===== src/rtl/irq_coal_pkg.sv =====
// Shared register address map for the completion interrupt coalescing unit.
// Assumes a 2-bit word address on the register port.
package irq_coal_pkg;
    typedef enum logic [1:0] {
        ADDR_DONE = 2'd0,
        ADDR_ACK  = 2'd1,
        ADDR_WAIT = 2'd2,
        ADDR_ENA  = 2'd3
    } coal_addr_e;

    // Bit position of the time limit inside the wait-settings word.
    localparam int TIME_LSB = 32;
endpackage


===== src/rtl/coal_regs.sv =====
// Register decode and the settings registers (wait limits, enable).
// Provides both the current and the next-edge values of the settings, so that
// the decision stage sees a write at the same edge it lands.
// Assumes DATA_W >= TIME_LSB + TW_W.
module coal_regs
    import irq_coal_pkg::*;
#(
    parameter int CNT_W  = 20,
    parameter int TW_W   = 16,
    parameter int DATA_W = 64
) (
    input  logic              clk,
    input  logic              rst_n,
    input  logic              wr_en,
    input  logic [1:0]        addr,
    input  logic [DATA_W-1:0] wdata,
    output logic              wr_done,
    output logic              wr_ack,
    output logic [CNT_W-1:0]  wr_val,
    output logic [CNT_W-1:0]  num_q,
    output logic [TW_W-1:0]   tw_q,
    output logic [CNT_W-1:0]  num_nx,
    output logic [TW_W-1:0]   tw_nx,
    output logic              ena_q
);
    localparam int TIME_MSB = TIME_LSB + TW_W - 1;

    logic wr_wait;
    logic wr_ena;
    logic ena_nx;

    // Decode write strobes and form next settings values.
    always_comb begin
        wr_done = wr_en && (addr == ADDR_DONE);
        wr_ack  = wr_en && (addr == ADDR_ACK);
        wr_wait = wr_en && (addr == ADDR_WAIT);
        wr_ena  = wr_en && (addr == ADDR_ENA);
        wr_val  = wdata[CNT_W-1:0];
        num_nx  = wr_wait ? wdata[CNT_W-1:0]         : num_q;
        tw_nx   = wr_wait ? wdata[TIME_MSB:TIME_LSB] : tw_q;
        ena_nx  = wr_ena  ? wdata[0]                 : ena_q;
    end

    // Hold the settings registers.
    always_ff @(posedge clk) begin
        if (!rst_n) begin
            num_q <= '0;
            tw_q  <= '0;
            ena_q <= 1'b0;
        end else begin
            num_q <= num_nx;
            tw_q  <= tw_nx;
            ena_q <= ena_nx;
        end
    end
endmodule


===== src/rtl/coal_counter.sv =====
// Pending-completion counter. Adds one per flagged completion, subtracts an
// acknowledge value, or loads a direct value (plus a same-cycle completion).
// Floors at zero and saturates at all-ones. Load and subtract never coincide.
module coal_counter #(
    parameter int CNT_W = 20
) (
    input  logic             clk,
    input  logic             rst_n,
    input  logic             inc,
    input  logic             load,
    input  logic             sub,
    input  logic [CNT_W-1:0] val,
    output logic [CNT_W-1:0] cnt_nx,
    output logic [CNT_W-1:0] cnt_q
);
    localparam logic [CNT_W:0] MAXV = {1'b0, {CNT_W{1'b1}}};

    logic [CNT_W:0] base;
    logic [CNT_W:0] sum;
    logic [CNT_W:0] dec;
    logic [CNT_W:0] diff;

    // Compute the next count with floor and ceiling.
    always_comb begin
        base = load ? {1'b0, val} : {1'b0, cnt_q};
        sum  = base + {{CNT_W{1'b0}}, inc};
        dec  = sub ? {1'b0, val} : '0;
        diff = (dec >= sum) ? '0 : (sum - dec);
        cnt_nx = (diff > MAXV) ? MAXV[CNT_W-1:0] : diff[CNT_W-1:0];
    end

    // Register the count.
    always_ff @(posedge clk) begin
        if (!rst_n) cnt_q <= '0;
        else        cnt_q <= cnt_nx;
    end
endmodule


===== src/rtl/coal_timer.sv =====
// Hold-off timer. Runs while anything is pending, stays at zero while idle,
// restarts on request, and stops at its maximum instead of wrapping.
module coal_timer #(
    parameter int TMR_W = 26
) (
    input  logic             clk,
    input  logic             rst_n,
    input  logic             restart,
    input  logic             active,
    output logic [TMR_W-1:0] tmr_nx,
    output logic [TMR_W-1:0] tmr_q
);
    // Choose the next timer value.
    always_comb begin
        if (restart || !active)     tmr_nx = '0;
        else if (tmr_q == '1)       tmr_nx = tmr_q;
        else                        tmr_nx = tmr_q + 1'b1;
    end

    // Register the timer.
    always_ff @(posedge clk) begin
        if (!rst_n) tmr_q <= '0;
        else        tmr_q <= tmr_nx;
    end
endmodule


===== src/rtl/coal_decide.sv =====
// Interrupt decision. Evaluates the limits on next-edge state, so the
// registered result always matches the registered count, timer and settings.
module coal_decide #(
    parameter int CNT_W      = 20,
    parameter int TW_W       = 16,
    parameter int SCALE_LOG2 = 10,
    parameter int TMR_W      = TW_W + SCALE_LOG2
) (
    input  logic             clk,
    input  logic             rst_n,
    input  logic [CNT_W-1:0] cnt_nx,
    input  logic [TMR_W-1:0] tmr_nx,
    input  logic [CNT_W-1:0] num_nx,
    input  logic [TW_W-1:0]  tw_nx,
    output logic             irq_q
);
    logic [CNT_W-1:0] num_eff;
    logic [TMR_W-1:0] tmr_lim;
    logic             hit_cnt;
    logic             hit_tmr;
    logic             irq_nx;

    // Evaluate the count and time limits.
    always_comb begin
        num_eff = (num_nx == '0) ? {{(CNT_W-1){1'b0}}, 1'b1} : num_nx;
        tmr_lim = {tw_nx, {SCALE_LOG2{1'b0}}};
        hit_cnt = (cnt_nx >= num_eff);
        hit_tmr = (tw_nx != '0) && (tmr_nx >= tmr_lim);
        irq_nx  = (cnt_nx != '0) && (hit_cnt || hit_tmr);
    end

    // Register the decision.
    always_ff @(posedge clk) begin
        if (!rst_n) irq_q <= 1'b0;
        else        irq_q <= irq_nx;
    end
endmodule


===== src/rtl/irq_coalesce.sv =====
// Top of the completion interrupt coalescing unit for one queue.
// Assumes completions are single-cycle pulses and register reads have no
// side effects. The output is the registered decision gated by the enable.
module irq_coalesce
    import irq_coal_pkg::*;
#(
    parameter int CNT_W      = 20,
    parameter int TW_W       = 16,
    parameter int SCALE_LOG2 = 10,
    parameter int DATA_W     = 64
) (
    input  logic              clk,
    input  logic              rst_n,
    input  logic              cmp_valid,
    input  logic              cmp_irq_req,
    input  logic              reg_wr_en,
    input  logic [1:0]        reg_addr,
    input  logic [DATA_W-1:0] reg_wdata,
    output logic [DATA_W-1:0] reg_rdata,
    output logic [CNT_W-1:0]  done_count_o,
    output logic              irq_o
);
    localparam int TMR_W = TW_W + SCALE_LOG2;

    logic             wr_done, wr_ack;
    logic [CNT_W-1:0] wr_val;
    logic [CNT_W-1:0] num_q, num_nx;
    logic [TW_W-1:0]  tw_q, tw_nx;
    logic             ena_q;
    logic [CNT_W-1:0] cnt_nx, cnt_q;
    logic [TMR_W-1:0] tmr_nx, tmr_q;
    logic             irq_q;
    logic             inc;

    coal_regs #(.CNT_W(CNT_W), .TW_W(TW_W), .DATA_W(DATA_W)) u_regs (
        .clk(clk), .rst_n(rst_n), .wr_en(reg_wr_en), .addr(reg_addr),
        .wdata(reg_wdata), .wr_done(wr_done), .wr_ack(wr_ack),
        .wr_val(wr_val), .num_q(num_q), .tw_q(tw_q), .num_nx(num_nx),
        .tw_nx(tw_nx), .ena_q(ena_q)
    );

    // Qualify a completion by its interrupt request flag.
    always_comb inc = cmp_valid && cmp_irq_req;

    coal_counter #(.CNT_W(CNT_W)) u_cnt (
        .clk(clk), .rst_n(rst_n), .inc(inc), .load(wr_done), .sub(wr_ack),
        .val(wr_val), .cnt_nx(cnt_nx), .cnt_q(cnt_q)
    );

    coal_timer #(.TMR_W(TMR_W)) u_tmr (
        .clk(clk), .rst_n(rst_n), .restart(wr_done || wr_ack),
        .active(cnt_q != '0), .tmr_nx(tmr_nx), .tmr_q(tmr_q)
    );

    coal_decide #(.CNT_W(CNT_W), .TW_W(TW_W), .SCALE_LOG2(SCALE_LOG2),
                  .TMR_W(TMR_W)) u_dec (
        .clk(clk), .rst_n(rst_n), .cnt_nx(cnt_nx), .tmr_nx(tmr_nx),
        .num_nx(num_nx), .tw_nx(tw_nx), .irq_q(irq_q)
    );

    // Drive outputs: gated interrupt, count and read mux.
    always_comb begin
        irq_o        = irq_q && ena_q;
        done_count_o = cnt_q;
        reg_rdata    = '0;
        case (reg_addr)
            ADDR_DONE, ADDR_ACK: reg_rdata[CNT_W-1:0] = cnt_q;
            ADDR_WAIT: begin
                reg_rdata[CNT_W-1:0]                  = num_q;
                reg_rdata[TIME_LSB +: TW_W]           = tw_q;
            end
            default:   reg_rdata[0] = ena_q;
        endcase
    end
endmodule


===== config.mk =====
export PLATFORM = sky130hd
export DESIGN_NAME = irq_coalesce
export DESIGN_NICKNAME = d
export VERILOG_FILES = /design/src/rtl/irq_coal_pkg.sv /design/src/rtl/coal_regs.sv /design/src/rtl/coal_counter.sv /design/src/rtl/coal_timer.sv /design/src/rtl/coal_decide.sv /design/src/rtl/irq_coalesce.sv
export SDC_FILE = /design/constraint.sdc
export NUM_CORES = 1
export LEC_CHECK = 0
export CAP_MARGIN = 30
export CELL_PAD_IN_SITES_DETAIL_PLACEMENT = 1
export CELL_PAD_IN_SITES_GLOBAL_PLACEMENT = 1
export CORE_ASPECT_RATIO = 1.75
export CORE_MARGIN = 1.5
export CORE_UTILIZATION = 38
export CTS_CLUSTER_DIAMETER = 200
export DETAILED_ROUTE_END_ITERATION = 8
export PLACE_DENSITY_LB_ADDON = 0.15
export SLEW_MARGIN = 20
export SYNTH_ARGS = -nofsm -noshare
export SYNTH_HDL_FRONTEND = slang
export SYNTH_SLANG_ARGS = --single-unit

===== constraint.sdc =====
create_clock -name clk -period 11.8 [get_ports clk]
set_clock_uncertainty 0.15 [all_clocks]
set_input_delay 2.36 -clock clk [delete_from_list [all_inputs] [get_ports clk]]
set_output_delay 2.36 -clock clk [all_outputs]
set_load 0.02 [all_outputs]

# Yosys cells after proc, flatten, opt, wreduce, memory -nomap -nowiden
# Index checks and enable logic that the tools add are counted.
[op_classes]
n_addsub = 3
mul = 0
div_mod_pow = 0
magnitude_cmp = 4
n_eq_ne = 4
shifts = 0
n_mux = 12
bitwise = 0
reduce_logical = 18
[op_table]
columns = ["op", "n"]
rows = [
  ["20-bit two-way mux", 5],
  ["26-bit two-way mux", 2],
  ["20-bit nonzero test", 2],
  ["19-bit one-hot mux with 2 select lines", 1],
  ["16-bit two-way mux", 2],
  ["26-bit by 1-bit adder with 26-bit output, second input constant", 1],
  ["26-bit == test, second input constant", 1],
  ["26-bit >= comparator", 1],
  ["21-bit by 1-bit adder with 21-bit output", 1],
  ["21-bit >= comparator", 1],
  ["21-bit by 20-bit greater-than comparator with 1-bit output, second input constant", 1],
  ["21-bit two-way mux", 1],
  ["21-bit subtractor", 1],
  ["20-bit >= comparator", 1],
  ["20-bit logical NOT", 1],
  ["16-bit nonzero test", 1],
  ["1-bit logical AND", 8],
  ["2-bit == test, second input constant", 2],
  ["1-bit logical OR", 3],
  ["2-bit by 1-bit == test with 1-bit output, second input constant", 1],
  ["2-bit logical NOT", 1],
  ["1-bit one-hot mux with 2 select lines", 1],
  ["2-bit OR reduction", 1],
  ["1-bit logical NOT", 1],
]
[totals]
regBits = 84
latch_bits = 0
ramBits = 0
romBits = 0
in_bits = 71
output_inout_bits = 85
wordCells = 47
memories = 0

# Logic depth before layout (Yosys ltp)
[logic_depth]
depth_word = 11
mapped_depth = 35
mapped_depth_nobuf = 27

# Cells and area by module
# Synthesis repeated with hierarchy kept, for this count alone.
[unflattened]
cells_unflattened = 1162
hier_area_um2 = 9167.5
[modules_own_cells]
columns = ["mod", "instances", "cells_per_inst", "area_per_inst_um2", "seq_area_each_um2"]
rows = [
  ["coal_counter", 1, 411, 3070.4, 400.4],
  ["coal_regs", 1, 224, 2240.9, 740.7],
  ["coal_timer", 1, 257, 2089.5, 520.5],
  ["coal_decide", 1, 148, 1064.8, 20.0],
  ["irq_coalesce", 1, 122, 701.9, 0.0],
]

# Worst setup path before layout
# No wires, ideal clock.
[synth_path]
path_kind = "input to register"
startpoint = "in reg_addr[1]"
endpoint = "reg u_dec.irq_q"
t_arrival_ns = 8.664
required_time_ns = 11.523
setup_slack_ns = 2.859
path_stages = 34
cell_sequence = "buf_6 -> nor3b_1 -> buf_2 -> clkbuf_1 -> clkbuf_1 -> nand2_1 -> nand2_1 -> ha_1 -> o21ai_1 -> or3_1 -> or4_4 -> buf_6 -> nor2_1 -> xnor2_1 -> mux2i_1 -> ha_1 -> clkbuf_1 -> nand2_1 -> o21ai_0 -> o41ai_1 -> a311oi_1 -> o21ai_0 -> and2_1 -> clkbuf_1 -> a21o_1 -> ha_1 -> nand2b_1 -> a21o_1 -> a21oi_1 -> o211a_1 -> a21oi_1 -> a2111o_1 -> o21bai_1 -> a21oi_1"
[synth_via]
elab_chain_cells = 11
elab_cells_between_ends = 28
cone_classes = "add/sub: 2; order compare: 4; eq/ne: 2; mux: 8; reduce/logical: 12"
[synth_rtl]
columns = ["element", "line", "text"]
rows = [
  ["start, declared", "irq_coalesce.sv:17", "input logic [1:0] reg_addr,"],
  ["2-bit logical NOT", "coal_regs.sv:34", "wr_done = wr_en && (addr == ADDR_DONE);"],
  ["1-bit logical AND", "coal_regs.sv:34", ""],
  ["20-bit two-way mux", "coal_counter.sv:25", "base = load ? {1'b0, val} : {1'b0, cnt_q};"],
  ["21-bit by 1-bit adder with 21-bit output", "coal_counter.sv:26", "sum = base + {{CNT_W{1'b0}}, inc};"],
  ["21-bit subtractor / 21-bit >= comparator (equally long branches)", "coal_counter.sv:28", "diff = (dec >= sum) ? '0 : (sum - dec);"],
  ["21-bit two-way mux", "coal_counter.sv:28", ""],
  ["21-bit by 20-bit greater-than comparator with 1-bit output", "coal_counter.sv:29", "cnt_nx = (diff > MAXV) ? MAXV[CNT_W-1:0] : diff[CNT_W-1:0];"],
  ["20-bit two-way mux", "coal_counter.sv:29", ""],
  ["20-bit >= comparator", "coal_decide.sv:27", "hit_cnt = (cnt_nx >= num_eff);"],
  ["1-bit logical OR", "coal_decide.sv:29", "irq_nx = (cnt_nx != '0) && (hit_cnt || hit_tmr);"],
  ["1-bit logical AND *", "coal_decide.sv:29", ""],
  ["end signal, assigned", "coal_decide.sv:35", "else irq_q <= irq_nx;"],
  ["end, declared", "coal_decide.sv:15", "output logic irq_q"],
]
# Mark *: on every way between the ends. The rest lies on a longest branch, timed or not.
# A chain may end at the register's enable or synchronous reset.

# Worst setup path in the final report
# Same ends and word-level chain as after synthesis.

==> flow_metrics.env <==
export IMPL_slew_headroom=0.328
export IMPL_clkSinkCount=84
export IMPL_setup_worst_path_class="input port to register"
export IMPL_grt_max_degree=49
export IMPL_grt_pass1_vias=7405
export IMPL_drt_iter0_markers=266
export IMPL_clkLatencyLatePin_ps=340
export IMPL_synthTopCellsByArea="dfxtp_1, ha_1, nor2_1, mux2i_1, a21oi_1"
export IMPL_die_x_um=107
export IMPL_cts_resized=0
export IMPL_dpl_cell_count=1262
export IMPL_synthDistinctLibCells=65
export IMPL_synth_edf_count=0
export IMPL_synthCells=966
export IMPL_ys_warn_count=0
export IMPL_hold_class="register to register"
export IMPL_syn2layout_area_growth_pct=18.6
export IMPL_gp_congestion=0.873
export IMPL_start_util=0.388
export IMPL_fmax_mhz=105
export IMPL_tightest_slew_ps=995
export IMPL_postCtsSetupRepairBufs=0
export IMPL_netlist_area_um2=7210
export IMPL_ys_seq_area_frac=0.233
export IMPL_clk_path_buf_depth=2
export IMPL_yosysMostFrequentCell="nor2_1"
export IMPL_fillers=2351
export IMPL_maxCapViolCount=0
export IMPL_synth_top_family_by_area="simple AND/OR/NAND/NOR gates"
export IMPL_period_share=0.805
export IMPL_cts_made_buffers=9
export IMPL_status="completed"
export IMPL_core_um2=18600
export IMPL_cts_tree="done"
export IMPL_design_area_um2=8550
export IMPL_critical_path_max_stage_delay_ps=610
export IMPL_final_cells=1278
export IMPL_synth_commonest_cells="nor2_1, dfxtp_1, nand2_1"
export IMPL_dieArea_um2=19800
export IMPL_track_usage=0.252
export IMPL_drt_total_wl_um=24800
export IMPL_h_tree_depth=3
export IMPL_crit_fanout=27
export IMPL_num_vias=7209
export IMPL_io_pins=156
export IMPL_cp_arrival_ps=9570
export IMPL_finalSetupTns_ps=0
export IMPL_crit_path_start_kind="input port"
export IMPL_synth_top_area_frac=0.233
export IMPL_hold_viol_final=0
export IMPL_async_flop_share=0
export IMPL_critPathCaptureType="register"
export IMPL_p_per_area_nw_per_um2=196
export IMPL_synth_ff_latch_count=84
export IMPL_layout_drive_gt1_share=0.0413
export IMPL_grt_pass1_wl_um=38700
export IMPL_post_route_min_period_ps=9500
export IMPL_path_clk_slew_ps=60
export IMPL_num_rows=66
export IMPL_cp_required_ps=11870
export IMPL_ys_flop_type="dfxtp_1"
export IMPL_rsz0062_at_grt="false"
export IMPL_wl_per_cell_um=19.4
export IMPL_final_nets=1166
export IMPL_yosys_area_top_type="dfxtp_1"
export IMPL_maxSlewViolCount=0
export IMPL_cts_hold_buf=0
export IMPL_drc=0
export IMPL_synth_xor_area_frac=0.0656
export IMPL_muxShareOfSynthArea=0.0689
export IMPL_place_area_um2=8270
export IMPL_antenna_found_initial=0
export IMPL_dpl_hpwl_um=20200
export IMPL_ir_worst_vdd_mv=0.0960
export IMPL_viasPerCell=5.64
export IMPL_postRouteAntennaNets=0
export IMPL_drtPass1Iterations=4
export IMPL_synth_fa_ha_area_frac=0.105
export IMPL_die_h_um=185
export IMPL_final_setup_viol_count=0
export IMPL_diodes=0
export IMPL_syn_area_per_cell_um2=7.46
export IMPL_power_uw=1670
export IMPL_cts_root_buf="clkbuf_16"
export IMPL_synthSimpleGateAreaFrac=0.293
export IMPL_cp_slowest_cell="and2_1"
export IMPL_p_leak_uw=0.00356
export IMPL_overflow=0
export IMPL_synth_compound_area_share=0.158
export IMPL_io_buffers=99
[final timing paths]
check	start	endpoint	slack, ps	cells past startpoint
max	reg_addr[1]	u_dec.irq_q$_SDFF_PN0_	2300	29
min	u_regs.ena_q$_SDFFE_PN0P_	u_regs.ena_q$_SDFFE_PN0P_	370	2
max reg2reg	u_cnt.cnt_q[3]$_SDFF_PN0_	u_dec.irq_q$_SDFF_PN0_	5080	24
min reg2reg	u_regs.ena_q$_SDFFE_PN0P_	u_regs.ena_q$_SDFFE_PN0P_	370	2
[layout make-up]
class                           instances  area, um2  share of cell area
Tap cell                              238        298              0.0348
Clock buffer                           11        243              0.0284
Inverter                               33        124              0.0145
Multi-Input combinational cell        799       5110               0.597
Timing Repair Buffer                  108       1060               0.124
Clock inverter                          5       37.5             0.00439
Sequential cell                        84       1680               0.197
[kinds of logic (layout without fill, tap and decap cells)]
logic type / after synthesis / in the layout
buffers and inverters: 110 / 157
other: 1 / 28
adders and majority gates: 60 / 60
AOI/OAI and AO/OA: 185 / 185
muxes: 49 / 49
DFF: 84 / 84
xor gates and xnor gates: 54 / 54
and+or+nand+nor: 423 / 423
[stage by stage]
step	hold WS, ps	setup slack, ps	util
CTS	383	2250	0.460
floorplan	327	2860	-
detailed placement	366	1890	0.445
global placement	346	2010	0.445
global route	463	1800	0.460
finish	371	2300	0.460
[sequential cells by signal (all words and copies together), names as in the netlist]
name and cells:
u_tmr.tmr_q 26, u_cnt.cnt_q 20, u_regs.num_q 20, u_regs.tw_q 16
u_dec.irq_q 1, u_regs.ena_q 1
[layout by cell type, fill, tap and decap left out, types with 9 or more instances in the layout]
| cell type | netlist | layout |
|---|---|---|
| nor2_1 | 130 | 130 |
| clkdlybuf4s50_1 | 0 | 99 |
| dfxtp_1 | 84 | 84 |
| nand2_1 | 81 | 80 |
| a21oi_1 | 79 | 79 |
| ha_1 | 59 | 59 |
| mux2i_1 | 47 | 47 |
| o21ai_0 | 37 | 37 |
| nor3_1 | 35 | 34 |
| inv_1 | 33 | 33 |
| nand4_1 | 33 | 33 |
| xnor2_1 | 32 | 32 |
| and2_1 | 28 | 28 |
| conb_1 | 1 | 28 |
| nand3_1 | 26 | 26 |
| nor4_1 | 23 | 23 |
| xor2_1 | 22 | 22 |
| and3_1 | 15 | 15 |
| a21o_1 | 14 | 14 |
| and4_1 | 10 | 10 |
| clkbuf_16 | 0 | 9 |
| buf_4 | 28 | 9 |
[where the power goes]
part	leakage, uW	internal [uW]	total [uW]	switching [uW]
registers	0.000684	315	364	49.0
logic	0.00275	414	1040	630
clock network	0.000132	149	267	118
[per-layer routing]
layer / part of all wire / track usage
met5: 0 / 0
met2: 0.58 / 0.520
met3: 0.018 / 0.0218
met4: 0.030 / 0.0891
met1: 0.37 / 0.253
[worst max-delay path, delay by kind of cell]
kind,cells,cell delay (ps)
AO/OA/AOI/OAI,13,2570
adder cells (fa/ha/maj),3,830
multiplexers,1,100
buffers and inverters,2,750
XOR/XNOR,1,140
AND/OR/NAND/NOR,9,2790
No activity file was read; power rests on OpenSTA's default activity.
